`config.mk`:
```
export PLATFORM = sky130hd
export DESIGN_NAME = dmac_chain_engine
export DESIGN_NICKNAME = d
export VERILOG_FILES = /design/src/rtl/dmac_chain_pkg.sv /design/src/rtl/dmac_size_decode.sv /design/src/rtl/dmac_desc_bank.sv /design/src/rtl/dmac_elem_track.sv /design/src/rtl/dmac_chain_engine.sv
export SDC_FILE = /design/constraint.sdc
export NUM_CORES = 1
export LEC_CHECK = 0
export CORE_AREA = 5 5 155 157
export CTS_BUF_LIST = sky130_fd_sc_hd__clkbuf_8
export CTS_CLUSTER_SIZE = 16
export DETAILED_ROUTE_END_ITERATION = 12
export DIE_AREA = 0 0 160 162
export PLACE_DENSITY = 0.82
export SLEW_MARGIN = 20
export SYNTH_ARGS = -nofsm -noshare
export SYNTH_HDL_FRONTEND = slang
export SYNTH_SLANG_ARGS = --single-unit
```
`constraint.sdc`:
```
create_clock -name clk -period 2.73 [get_ports clk]
set_input_delay 0.4095 -clock clk [delete_from_list [all_inputs] [get_ports clk]]
set_output_delay 0.4095 -clock clk [all_outputs]
set_load 0.01 [all_outputs]
```
`src/rtl/dmac_chain_pkg.sv`:
```
package dmac_chain_pkg;
  localparam int unsigned DESC_WORDS = 4;
  localparam int unsigned IDX_DEV    = 0;
  localparam int unsigned IDX_MEM    = 1;
  localparam int unsigned IDX_SIZE   = 2;
  localparam int unsigned IDX_NEXT   = 3;
  localparam logic [1:0]  LG_WORD    = 2'd2;

  typedef enum logic [1:0] {
    CH_IDLE   = 2'd0,
    CH_DESC   = 2'd1,
    CH_WAIT   = 2'd2,
    CH_ACCESS = 2'd3
  } ch_status_e;

  typedef enum logic [1:0] {
    RUN_OFF    = 2'd0,
    RUN_LINKED = 2'd1,
    RUN_SINGLE = 2'd2,
    RUN_RSVD   = 2'd3
  } run_mode_e;

  typedef enum logic [2:0] {
    SQ_IDLE, SQ_FREQ, SQ_FWAIT, SQ_CHECK, SQ_RREQ, SQ_RWAIT, SQ_WREQ, SQ_END
  } seq_state_e;
endpackage

```
`src/rtl/dmac_size_decode.sv`:
```
module dmac_size_decode #(
  parameter int WORD_W  = 32,
  parameter int CNT_W   = 11,
  parameter int WID_LSB = 12
) (
  input  logic [WORD_W-1:0] size_word,
  output logic [CNT_W-1:0]  count,
  output logic [1:0]        lg_bytes,
  output logic              bad
);
  logic [1:0] code;
  logic       narrow_over;

  assign code        = size_word[WID_LSB+1:WID_LSB];
  assign count       = size_word[CNT_W-1:0];
  // narrow widths allow only half the count range
  assign narrow_over = size_word[CNT_W-1];

  always_comb begin
    lg_bytes = 2'd2;
    bad      = 1'b0;
    case (code)
      2'd3:    begin lg_bytes = 2'd0; bad = narrow_over; end
      2'd2:    begin lg_bytes = 2'd1; bad = narrow_over; end
      2'd0:    lg_bytes = 2'd2;
      default: bad = 1'b1;
    endcase
  end
endmodule

```
`src/rtl/dmac_desc_bank.sv`:
```
module dmac_desc_bank #(
  parameter  int WORD_W = 32,
  parameter  int NWORDS = 4,
  localparam int IDX_W  = $clog2(NWORDS)
) (
  input  logic                          clk,
  input  logic                          rst_n,
  input  logic                          load_all,
  input  logic [NWORDS-1:0][WORD_W-1:0] all_words,
  input  logic                          load_one,
  input  logic [IDX_W-1:0]              one_idx,
  input  logic [WORD_W-1:0]             one_word,
  output logic [NWORDS-1:0][WORD_W-1:0] words
);
  for (genvar g = 0; g < NWORDS; g++) begin : g_word
    logic [WORD_W-1:0] q;
    always_ff @(posedge clk or negedge rst_n) begin
      if (!rst_n)                                      q <= '0;
      else if (load_all)                               q <= all_words[g];
      else if (load_one && one_idx == IDX_W'(g))       q <= one_word;
    end
    assign words[g] = q;
  end
endmodule

```
`src/rtl/dmac_elem_track.sv`:
```
module dmac_elem_track #(
  parameter int WORD_W = 32,
  parameter int CNT_W  = 11
) (
  input  logic              clk,
  input  logic              rst_n,
  input  logic              load,
  input  logic [WORD_W-1:0] base,
  input  logic [CNT_W-1:0]  count,
  input  logic              step,
  input  logic [1:0]        lg_bytes,
  output logic [WORD_W-1:0] cur_addr,
  output logic              last
);
  logic [WORD_W-1:0] addr_q;
  logic [CNT_W-1:0]  left_q;

  always_ff @(posedge clk or negedge rst_n) begin
    if (!rst_n) begin
      addr_q <= '0;
      left_q <= '0;
    end else if (load) begin
      addr_q <= base;
      left_q <= count;
    end else if (step) begin
      addr_q <= addr_q + (WORD_W'(1) << lg_bytes);
      left_q <= left_q - CNT_W'(1);
    end
  end

  assign cur_addr = addr_q;
  assign last     = (left_q == CNT_W'(1));
endmodule

```
`src/rtl/dmac_chain_engine.sv`:
```
module dmac_chain_engine
  import dmac_chain_pkg::*;
#(
  parameter  int WORD_W  = 32,
  parameter  int CNT_W   = 11,
  parameter  int WID_LSB = 12,
  localparam int IDX_W   = $clog2(DESC_WORDS)
) (
  input  logic              clk,
  input  logic              rst_n,
  input  logic [1:0]        mode_i,
  input  logic              dir_i,
  input  logic              start_i,
  input  logic [WORD_W-1:0] reg_dev_i,
  input  logic [WORD_W-1:0] reg_mem_i,
  input  logic [WORD_W-1:0] reg_size_i,
  input  logic [WORD_W-1:0] reg_next_i,
  output logic [1:0]        state_o,
  output logic              done_o,
  output logic              err_o,
  output logic              mem_req_valid_o,
  input  logic              mem_req_ready_i,
  output logic              mem_req_we_o,
  output logic [WORD_W-1:0] mem_req_addr_o,
  output logic [1:0]        mem_req_width_o,
  output logic [WORD_W-1:0] mem_req_wdata_o,
  input  logic              mem_rsp_valid_i,
  input  logic [WORD_W-1:0] mem_rsp_data_i
);
  seq_state_e         seq_q;
  logic [WORD_W-1:0]  ptr_q;
  logic [IDX_W-1:0]   idx_q;
  logic [WORD_W-1:0]  data_q;
  logic               dir_q;
  logic               done_q;
  logic               err_q;

  logic                              halt;
  logic                              load_regs;
  logic                              load_word;
  logic [DESC_WORDS-1:0][WORD_W-1:0] dw;
  logic [CNT_W-1:0]                  cnt;
  logic [1:0]                        lg;
  logic                              bad;
  logic [WORD_W-1:0]                 cur_mem;
  logic                              last_elem;
  logic                              step;
  logic [WORD_W-1:0]                 fetch_addr;
  logic [WORD_W-1:0]                 next_word;

  assign halt      = (mode_i == RUN_OFF) || (mode_i == RUN_RSVD);
  assign load_regs = (seq_q == SQ_IDLE) && start_i && (mode_i == RUN_SINGLE);
  assign load_word = (seq_q == SQ_FWAIT) && mem_rsp_valid_i;
  assign step      = (seq_q == SQ_WREQ) && mem_req_ready_i;
  assign next_word = dw[IDX_NEXT];
  assign fetch_addr = ptr_q + WORD_W'({idx_q, 2'b00});

  dmac_desc_bank #(.WORD_W(WORD_W), .NWORDS(DESC_WORDS)) u_bank (
    .clk       (clk),
    .rst_n     (rst_n),
    .load_all  (load_regs),
    .all_words ({reg_next_i, reg_size_i, reg_mem_i, reg_dev_i}),
    .load_one  (load_word),
    .one_idx   (idx_q),
    .one_word  (mem_rsp_data_i),
    .words     (dw)
  );

  dmac_size_decode #(.WORD_W(WORD_W), .CNT_W(CNT_W), .WID_LSB(WID_LSB)) u_dec (
    .size_word (dw[IDX_SIZE]),
    .count     (cnt),
    .lg_bytes  (lg),
    .bad       (bad)
  );

  dmac_elem_track #(.WORD_W(WORD_W), .CNT_W(CNT_W)) u_track (
    .clk      (clk),
    .rst_n    (rst_n),
    .load     (seq_q == SQ_CHECK),
    .base     (dw[IDX_MEM]),
    .count    (cnt),
    .step     (step),
    .lg_bytes (lg),
    .cur_addr (cur_mem),
    .last     (last_elem)
  );

  // sequencer: abort on an off mode has priority over every state
  always_ff @(posedge clk or negedge rst_n) begin
    if (!rst_n) begin
      seq_q  <= SQ_IDLE;
      ptr_q  <= '0;
      idx_q  <= '0;
      data_q <= '0;
      dir_q  <= 1'b0;
      done_q <= 1'b0;
      err_q  <= 1'b0;
    end else begin
      done_q <= 1'b0;
      err_q  <= 1'b0;
      if (seq_q != SQ_IDLE && halt) begin
        seq_q <= SQ_IDLE;
      end else begin
        case (seq_q)
          SQ_IDLE: if (start_i && !halt) begin
            dir_q <= dir_i;
            if (mode_i == RUN_LINKED) begin
              ptr_q <= {reg_next_i[WORD_W-1:2], 2'b00};
              idx_q <= '0;
              seq_q <= SQ_FREQ;
            end else begin
              seq_q <= SQ_CHECK;
            end
          end
          SQ_FREQ: if (mem_req_ready_i) seq_q <= SQ_FWAIT;
          SQ_FWAIT: if (mem_rsp_valid_i) begin
            if (idx_q == IDX_W'(DESC_WORDS - 1)) begin
              seq_q <= SQ_CHECK;
            end else begin
              idx_q <= idx_q + IDX_W'(1);
              seq_q <= SQ_FREQ;
            end
          end
          SQ_CHECK: begin
            if (bad) begin
              err_q  <= 1'b1;
              done_q <= 1'b1;
              seq_q  <= SQ_IDLE;
            end else if (cnt == '0) begin
              seq_q <= SQ_END;
            end else begin
              seq_q <= SQ_RREQ;
            end
          end
          SQ_RREQ: if (mem_req_ready_i) seq_q <= SQ_RWAIT;
          SQ_RWAIT: if (mem_rsp_valid_i) begin
            data_q <= mem_rsp_data_i;
            seq_q  <= SQ_WREQ;
          end
          SQ_WREQ: if (mem_req_ready_i) seq_q <= last_elem ? SQ_END : SQ_RREQ;
          SQ_END: begin
            done_q <= next_word[0];
            if (next_word[1]) begin
              ptr_q <= {next_word[WORD_W-1:2], 2'b00};
              idx_q <= '0;
              seq_q <= SQ_FREQ;
            end else begin
              seq_q <= SQ_IDLE;
            end
          end
          default: seq_q <= SQ_IDLE;
        endcase
      end
    end
  end

  always_comb begin
    mem_req_valid_o = 1'b0;
    mem_req_we_o    = 1'b0;
    mem_req_addr_o  = fetch_addr;
    mem_req_width_o = LG_WORD;
    case (seq_q)
      SQ_FREQ: mem_req_valid_o = 1'b1;
      SQ_RREQ: begin
        mem_req_valid_o = 1'b1;
        mem_req_addr_o  = dir_q ? cur_mem : dw[IDX_DEV];
        mem_req_width_o = lg;
      end
      SQ_WREQ: begin
        mem_req_valid_o = 1'b1;
        mem_req_we_o    = 1'b1;
        mem_req_addr_o  = dir_q ? dw[IDX_DEV] : cur_mem;
        mem_req_width_o = lg;
      end
      default: ;
    endcase
  end

  always_comb begin
    case (seq_q)
      SQ_IDLE:                     state_o = CH_IDLE;
      SQ_FREQ, SQ_FWAIT, SQ_CHECK: state_o = CH_DESC;
      SQ_RWAIT:                    state_o = CH_WAIT;
      default:                     state_o = CH_ACCESS;
    endcase
  end

  assign mem_req_wdata_o = data_q;
  assign done_o          = done_q;
  assign err_o           = err_q;
endmodule

```
==> reports/results.ini, run 1 <==
[drt]
drt_iter0_markers=1389
antenna_left=0
wire_per_inst_um=21.6
drt_pass1_iterations=6
drt-total-wl_um=40100
vias_per_cell=6.15
drc=0
vias=11400

[setup_path]
worstPathRequired_ns=2.32
cp-start-kind=flop
r2r_cells=9
cp-end-kind=output port
worstPathArrival_ns=2.52
rr_endpoint=u_track.cur_addr[24]
worstSetupPathType=reg -> out
rrSetupSlack_ns=0.12
reg2reg_from=u_bank.g_word[2].q[13]
path_max_fanout=8

[placement]
pre_cts_ws_ns=-0.230
dpl.hpwl_um=28100
port-buffer-count=220
gp_congestion=0.908

[power_and_ir_drop]
p_comb_share_pct=40.3
seq_power_share_pct=39.3
internal-power_w=0.00958
power_w=0.0157
powerDensity_nw_per_um2=1000
p_sw_w=0.00617
swShare_pct=39.2
leakagePower_nw=7.33
clock_power_share_pct=20.4
irDropWorstVdd_mv=0.583

[timing]
worstMarginPinSlew_ns=0.743
slew_headroom_pct=50.5
period_minus_slack_ns=2.93
rsz0062_at_grt=yes
fin_ws_ns=-0.202
finalMaxSlewViolations=0
setup_violations=22
period_share_pct=107
report.final.hold_viol_count=0
fin_skew_ns=0.0240
max_freq_mhz=341

[cts]
numCtsBuffers=40
cts_tree=yes
clock_path_buffers=3
clkTransAtPathRegs_ns=0.06
clock-sinks=222
clk_latency_ns=0.55
cts_max_level=2
clock-root-buffer=clkbuf_8

[global_routing]
grt_pass1_wl_um=63000
grt_overflow=0
antenna_found_initial=4
grt_max_degree=90
first_global_vias=11400
track_usage_pct=30.2

[yosys]
synth_top_area_share_pct=46.7
synth_area_leaders=dfrtp_1 (47%), nand2_1 (8.2%), mux2i_1 (6.4%)
synth_ff_type=dfrtp_1
async_reset_ff_share_pct=100
synth_edf_count=0
ys_seq_elements=222
synth_nets=1468
netlist_instances=1284
synth.distinct_cells=65
seq_area_frac_synth_pct=46.7
yosysWarnings=0
syn_area_per_cell_um2=9.26
syn-cell-area_um2=11900
synth_top_area_cell=dfrtp_1

[finish]
final_util_pct=70.4
layout-drive-gt1-share_pct=13.7
seqCellArea_um2=5560
nNetsFinal=1721
area_growth_pct=32.5
multiInputGateArea_um2=6090
n_fill_cell=1590

[floorplan]
die_w_um=160
die_area_um2=25900
num_rows=55
start_util_pct=53.1
die_h_um=162
core-area_um2=22400
pin_count=240

[hold_path]
hold_end=u_bank.g_word[3].q[19]
hold_class=in -> reg
hold_depth=3
hold_start=reg_next_i[19]

[status]
violations=negative setup slack
outcome=complete, but fails checks

[run]
maxCapViolations=0

-- worst max path at each step --
stage	startpoint	endpoint	slack, ns	cells after the start
6_report	idx_q[0]	mem_req_addr_o[20]	-0.20	9
5_1_grt	idx_q[0]	mem_req_addr_o[20]	-0.28	9
4_1_cts	ptr_q[2]	mem_req_addr_o[20]	-0.14	9
3_5_place_dp	ptr_q[2]	mem_req_addr_o[20]	-0.23	8
3_3_place_gp	ptr_q[2]	mem_req_addr_o[20]	-0.21	8
2_1_floorplan	u_bank.g_word[2].q[13]	u_track.cur_addr[30]	0.48	9
-- sequential cells by signal, summed over array words and instances, names as in the netlist --
signal            cells
dir_q                 1
ptr_q                30
seq_q                 3
u_bank.g_word.q     109
u_track.left_q       11
u_track.cur_addr     32
done_o                1
mem_req_wdata_o      32
idx_q                 2
err_o                 1
-- cells in the mapped netlist (all sizes together), types with 2 or more instances --
library cell / n
and4: 4
mux2: 34
o211ai: 21
a32oi: 2
nor2b: 22
and2: 8
nand4: 26
nor2: 99
xnor2: 10
fa: 2
a21o: 4
or4: 8
nor3: 12
xor2: 22
nand2b: 5
mux2i: 76
or3: 3
clkbuf: 45
a31oi: 39
o311ai: 10
nor4: 8
buf: 40
a22oi: 47
ha: 14
o211a: 2
nand2: 261
o221ai: 2
a211oi: 23
nor3b: 2
nand3: 38
a21oi: 67
o21ai: 55
dfrtp: 222
inv: 15
and3: 12
a221o: 9
a21boi: 3
-- timing repair --
item                                   CTS  global route
endpoints found under the hold margin   83             0
resized for setup                      121            32
setup buffers                            8            12
hold buffers                             1             0
pin swaps                               19            28
setup endpoints to repair               32            32
cloned                                   1             0
-- power groups by stage --
| stage | sequential, W | combinational, W | clock, W |
|---|---|---|---|
| CTS | 0.00610 | 0.00617 | 0.00324 |
| global placement | 0.00603 | 0.00606 | 0 |
| global route | 0.00635 | 0.00695 | 0.00340 |
| finish | 0.00618 | 0.00635 | 0.00322 |
| detailed placement | 0.00611 | 0.00627 | 0 |
| floorplan | 0.00581 | 0.00364 | 0 |
-- worst max-delay path: stages, from the launching register on --
cell,delay (ns)
dfrtp_1,0.40
ha_4,0.17
fa_2,0.23
nand3_4,0.10
nor3_4,0.24
buf_12,0.16
nand4_1,0.11
xor2_1,0.18
a21oi_2,0.15
clkdlybuf4s15_2,0.24
-- area by class of cell --
cell class | instances | area share (%)
clock inverter | 19 | 0.699
sequential | 222 | 35.3
inverter | 15 | 0.357
multi-input combinational | 962 | 38.6
timing repair buffer | 296 | 18.1
clock buffer | 52 | 4.54
tap | 285 | 2.26
antenna | 3 | 0.0477
-- through the flow --
step                area, µm²  TNS (ns)  hold WS (ns)  cells
detailed placement      14700     -1.93         0.463   1759
floorplan               11900         0         0.114   1284
global placement        14700     -1.25         0.459   1759
finish                  15800     -2.29         0.429   1854
CTS                     15600     -1.15         0.416   1840
global route            15800     -4.52         0.434   1854
-- cell families after synthesis --
group	count (synthesis)	share of synthesized area, %
and+or+nand+nor	513	19.9
DFF	222	46.7
muxes	110	9.62
xor gates and xnor gates	32	2.42
adders and majority gates	16	1.81
other	1	0.0315
AOI/OAI and AO/OA	290	15.8
buffers and inverters	100	3.64
-- layer usage --
metal / global-route usage (%) / vias to the layer above / wire length [µm]
met1: 41.1 / 5574 / 16100
met3: 7.59 / 118 / 3850
met2: 46.8 / 633 / 18700
met4: 11.7 / 2 / 1470
li1: - / 5082 / -
met5: 0 / - / 7
-- layout by cell type, fill, tap and decap left out, types with 4 or more instances in the layout --
cell / count
nand2_1: 255
dfrtp_1: 217
clkdlybuf4s50_1: 189
nor2_1: 98
mux2i_1: 76
a21oi_1: 63
buf_4: 58
clkbuf_8: 52
o21ai_1: 47
a22oi_1: 47
a31oi_1: 39
mux2_1: 32
inv_1: 27
nand3_1: 27
nand4_1: 24
xor2_1: 22
nor2b_1: 22
a211oi_1: 21
o211ai_1: 21
buf_2: 19
buf_12: 13
ha_1: 12
nand3_2: 10
o311ai_1: 10
and3_1: 9
xnor2_1: 9
a221o_1: 9
and2_1: 8
nor3_1: 8
or4_1: 8
buf_6: 7
nand2_2: 6
o21ai_0: 6
nor4_1: 6
dfrtp_2: 5
nand2b_1: 4
and4_1: 4
a21o_1: 4
dlygate4sd2_1: 4
Note: power is estimated with default switching activity, not from simulation.
==> run 2, diff against run 1 <==
--- a/config.mk
+++ b/config.mk
@@ -5,11 +5,11 @@
 export SDC_FILE = /design/constraint.sdc
 export NUM_CORES = 1
 export LEC_CHECK = 0
-export CORE_AREA = 5 5 155 157
+export CORE_AREA = 10 10 160 162
 export CTS_BUF_LIST = sky130_fd_sc_hd__clkbuf_8
 export CTS_CLUSTER_SIZE = 16
 export DETAILED_ROUTE_END_ITERATION = 12
-export DIE_AREA = 0 0 160 162
+export DIE_AREA = 0 0 170 172
 export PLACE_DENSITY = 0.82
 export SLEW_MARGIN = 20
 export SYNTH_ARGS = -nofsm -noshare
==> run 2 against run 1 <==
The flow still finishes with violations (negative setup slack). Hold slack lost 0.021 ns. Final cell count shrank 0.43%. Die area grew 13%. Largest cell class unchanged. Largest power group unchanged. Highest routed layer unchanged.
==> reports/results.ini, run 2 (synthesis gave the netlist of run 1 again) <==
[status]
outcome=complete, but fails checks
violations=negative setup slack

[floorplan]
num_rows=55  ; unchanged
die_w_um=170  ; +6.3%
start_util_pct=53.1  ; unchanged
core-area_um2=22400  ; unchanged
die_area_um2=29200  ; +13%
pin_count=240  ; unchanged
die_h_um=172  ; +6.2%

[finish]
stdcell_count=1846  ; -0.43%
multiInputGateArea_um2=6170  ; +1.4%
nNetsFinal=1715  ; -0.35%
area_growth_pct=32.1
regMostFlops=u_bank.g_word.q
seqCellArea_um2=5560  ; about the same
largest_reg_flops=109  ; unchanged
final_util_pct=70.2  ; -0.23 points
final_common_cell=nand2_1
n_fill_cell=1607  ; +1.1%
layout_common_cells=nand2_1 (255), dfrtp_1 (220), clkdlybuf4s50_1 (188), nor2_1 (96), mux2i_1 (76)
layout-drive-gt1-share_pct=13.5  ; -0.14 points

[timing]
setup_violations=22  ; unchanged
report.final.hold_viol_count=0  ; unchanged
max_freq_mhz=342  ; +0.19%
fin_ws_ns=-0.197  ; +0.00556 ns
whs_ns=0.409  ; -0.0205 ns
finalMaxSlewViolations=0  ; unchanged
worstMarginPinSlew_ns=0.693  ; -0.0499 ns
slew_headroom_pct=53.7  ; +3.2 points
fin_skew_ns=0.0428  ; +0.0187 ns
rsz0062_at_grt=yes
period_minus_slack_ns=2.93  ; -0.00556 ns
period_share_pct=107  ; -0.20 points

[global_routing]
grt_overflow=0  ; unchanged
grt_pass1_wl_um=63400  ; +0.69%
antenna_found_initial=9  ; +5
grt_max_degree=75  ; -17%
track_usage_pct=27.6  ; -2.5 points
first_global_vias=11100  ; -2.7%

[drt]
drt-total-wl_um=41700  ; +3.8%
wire_per_inst_um=22.6  ; +4.3%
vias=11300  ; -0.61%
antenna_left=0  ; unchanged
drt_pass1_iterations=5  ; -1
drt_iter0_markers=1307  ; -5.9%
vias_per_cell=6.14  ; -0.18%
drc=0  ; unchanged

[setup_path]
crit_buf_inv=3  ; +1
path_max_fanout=4  ; -4
cp-end-kind=output port
crit_top_cell=buf_4
cp-start-kind=flop
worstPathRequired_ns=2.32  ; about the same
worstSetupPathType=reg -> out
crit_family=buffers and inverters
path_cells=ha_4, a21oi_4, nor4_4, buf_4, buf_4, nand3_2, xor2_1, a21oi_1, buf_2
cp_slowest_stage_delay_ns=0.44  ; +0.04 ns
cp_slowest_cell=dfrtp_1
worstPathArrival_ns=2.52  ; about the same

[cts]
clock-sinks=222  ; unchanged
clock_path_buffers=3  ; unchanged
clkTransAtPathRegs_ns=0.07  ; about the same
numCtsBuffers=39  ; -2.5%
clock-root-buffer=clkbuf_8
cts_tree=yes
cts_max_level=2  ; unchanged
clk_latency_ns=0.57  ; +0.02 ns

[placement]
place_inst=1753  ; -0.34%
gp_congestion=0.911  ; +0.40%
port-buffer-count=220  ; unchanged
dpl.hpwl_um=28700  ; +2.4%

[power_and_ir_drop]
leakagePower_nw=7.34  ; +0.13%
powerDensity_nw_per_um2=1000  ; +0.35%
irDropWorstVdd_mv=0.507  ; -13%

[run]
maxCapViolations=0  ; unchanged

[hold_path]
hold_class=in -> reg

## run 2: path summary, 6_finish.rpt
path / startpoint / to / slack, ns / cells past startpoint
hold reg to reg: u_bank.g_word[1].q[4] / u_track.cur_addr[4] / 0.48 / 2
hold / removal: reg_next_i[1] / u_bank.g_word[3].q[1] / 0.41 / 3
setup reg to reg: u_bank.g_word[2].q[13] / u_track.cur_addr[20] / 0.15 / 9
min in group asynchronous: rst_n / u_bank.g_word[3].q[14] / 0.42 / 2
setup / recovery: ptr_q[3] / mem_req_addr_o[27] / -0.20 / 9
max in group asynchronous: rst_n / ptr_q[5] / 1.48 / 3
## run 2: stage by stage
stage          instance area, µm²  TNS [ns]  setup slack [ns]  power, W
2_1_floorplan               11900         0             0.479   0.00946
3_3_place_gp                14600    -0.184           -0.0570    0.0121
3_5_place_dp                14600    -0.478           -0.0739    0.0124
4_1_cts                     15500     -1.75            -0.143    0.0154
5_1_grt                     15700     -4.28            -0.262    0.0167
6_report                    15700     -2.53            -0.197    0.0157
## run 2: worst min-delay path: stages
cell             delay (ns)
clkdlybuf4s50_1        0.40
nand2_1                0.06
o21ai_1                0.06
## run 2: final cells by class
cell class,count,area share (%)
Clock buffer,44,3.86
Tap cell,285,2.27
Multi-Input combinational cell,962,39.3
Timing Repair Buffer,291,17.9
Sequential cell,222,35.4
Inverter,15,0.359
Clock inverter,19,0.749
Antenna cell,8,0.128
## run 2: metal layers
metal	vias up	part of all wire (%)	global-route usage [%]
li1	5085	-	-
met1	5524	40	36.3
met2	617	47	43.3
met3	111	9.7	6.70
met4	2	3.6	10.9
met5	-	0.026	0
## run 2: report_power, final
group	switching [W]	total, W	internal [W]
combinational	0.00354	0.00662	0.00308
clock	0.00141	0.00297	0.00156
sequential	0.00135	0.00616	0.00481
## run 2: timing repair
action                                  CTS  global route
pin swaps                                30            17
setup buffers                            17             4
hold buffers                              1             0
endpoints found under the setup margin   32            30
endpoints found under the hold margin    65             0
gates resized for setup                 135            36
gates cloned                              2             0
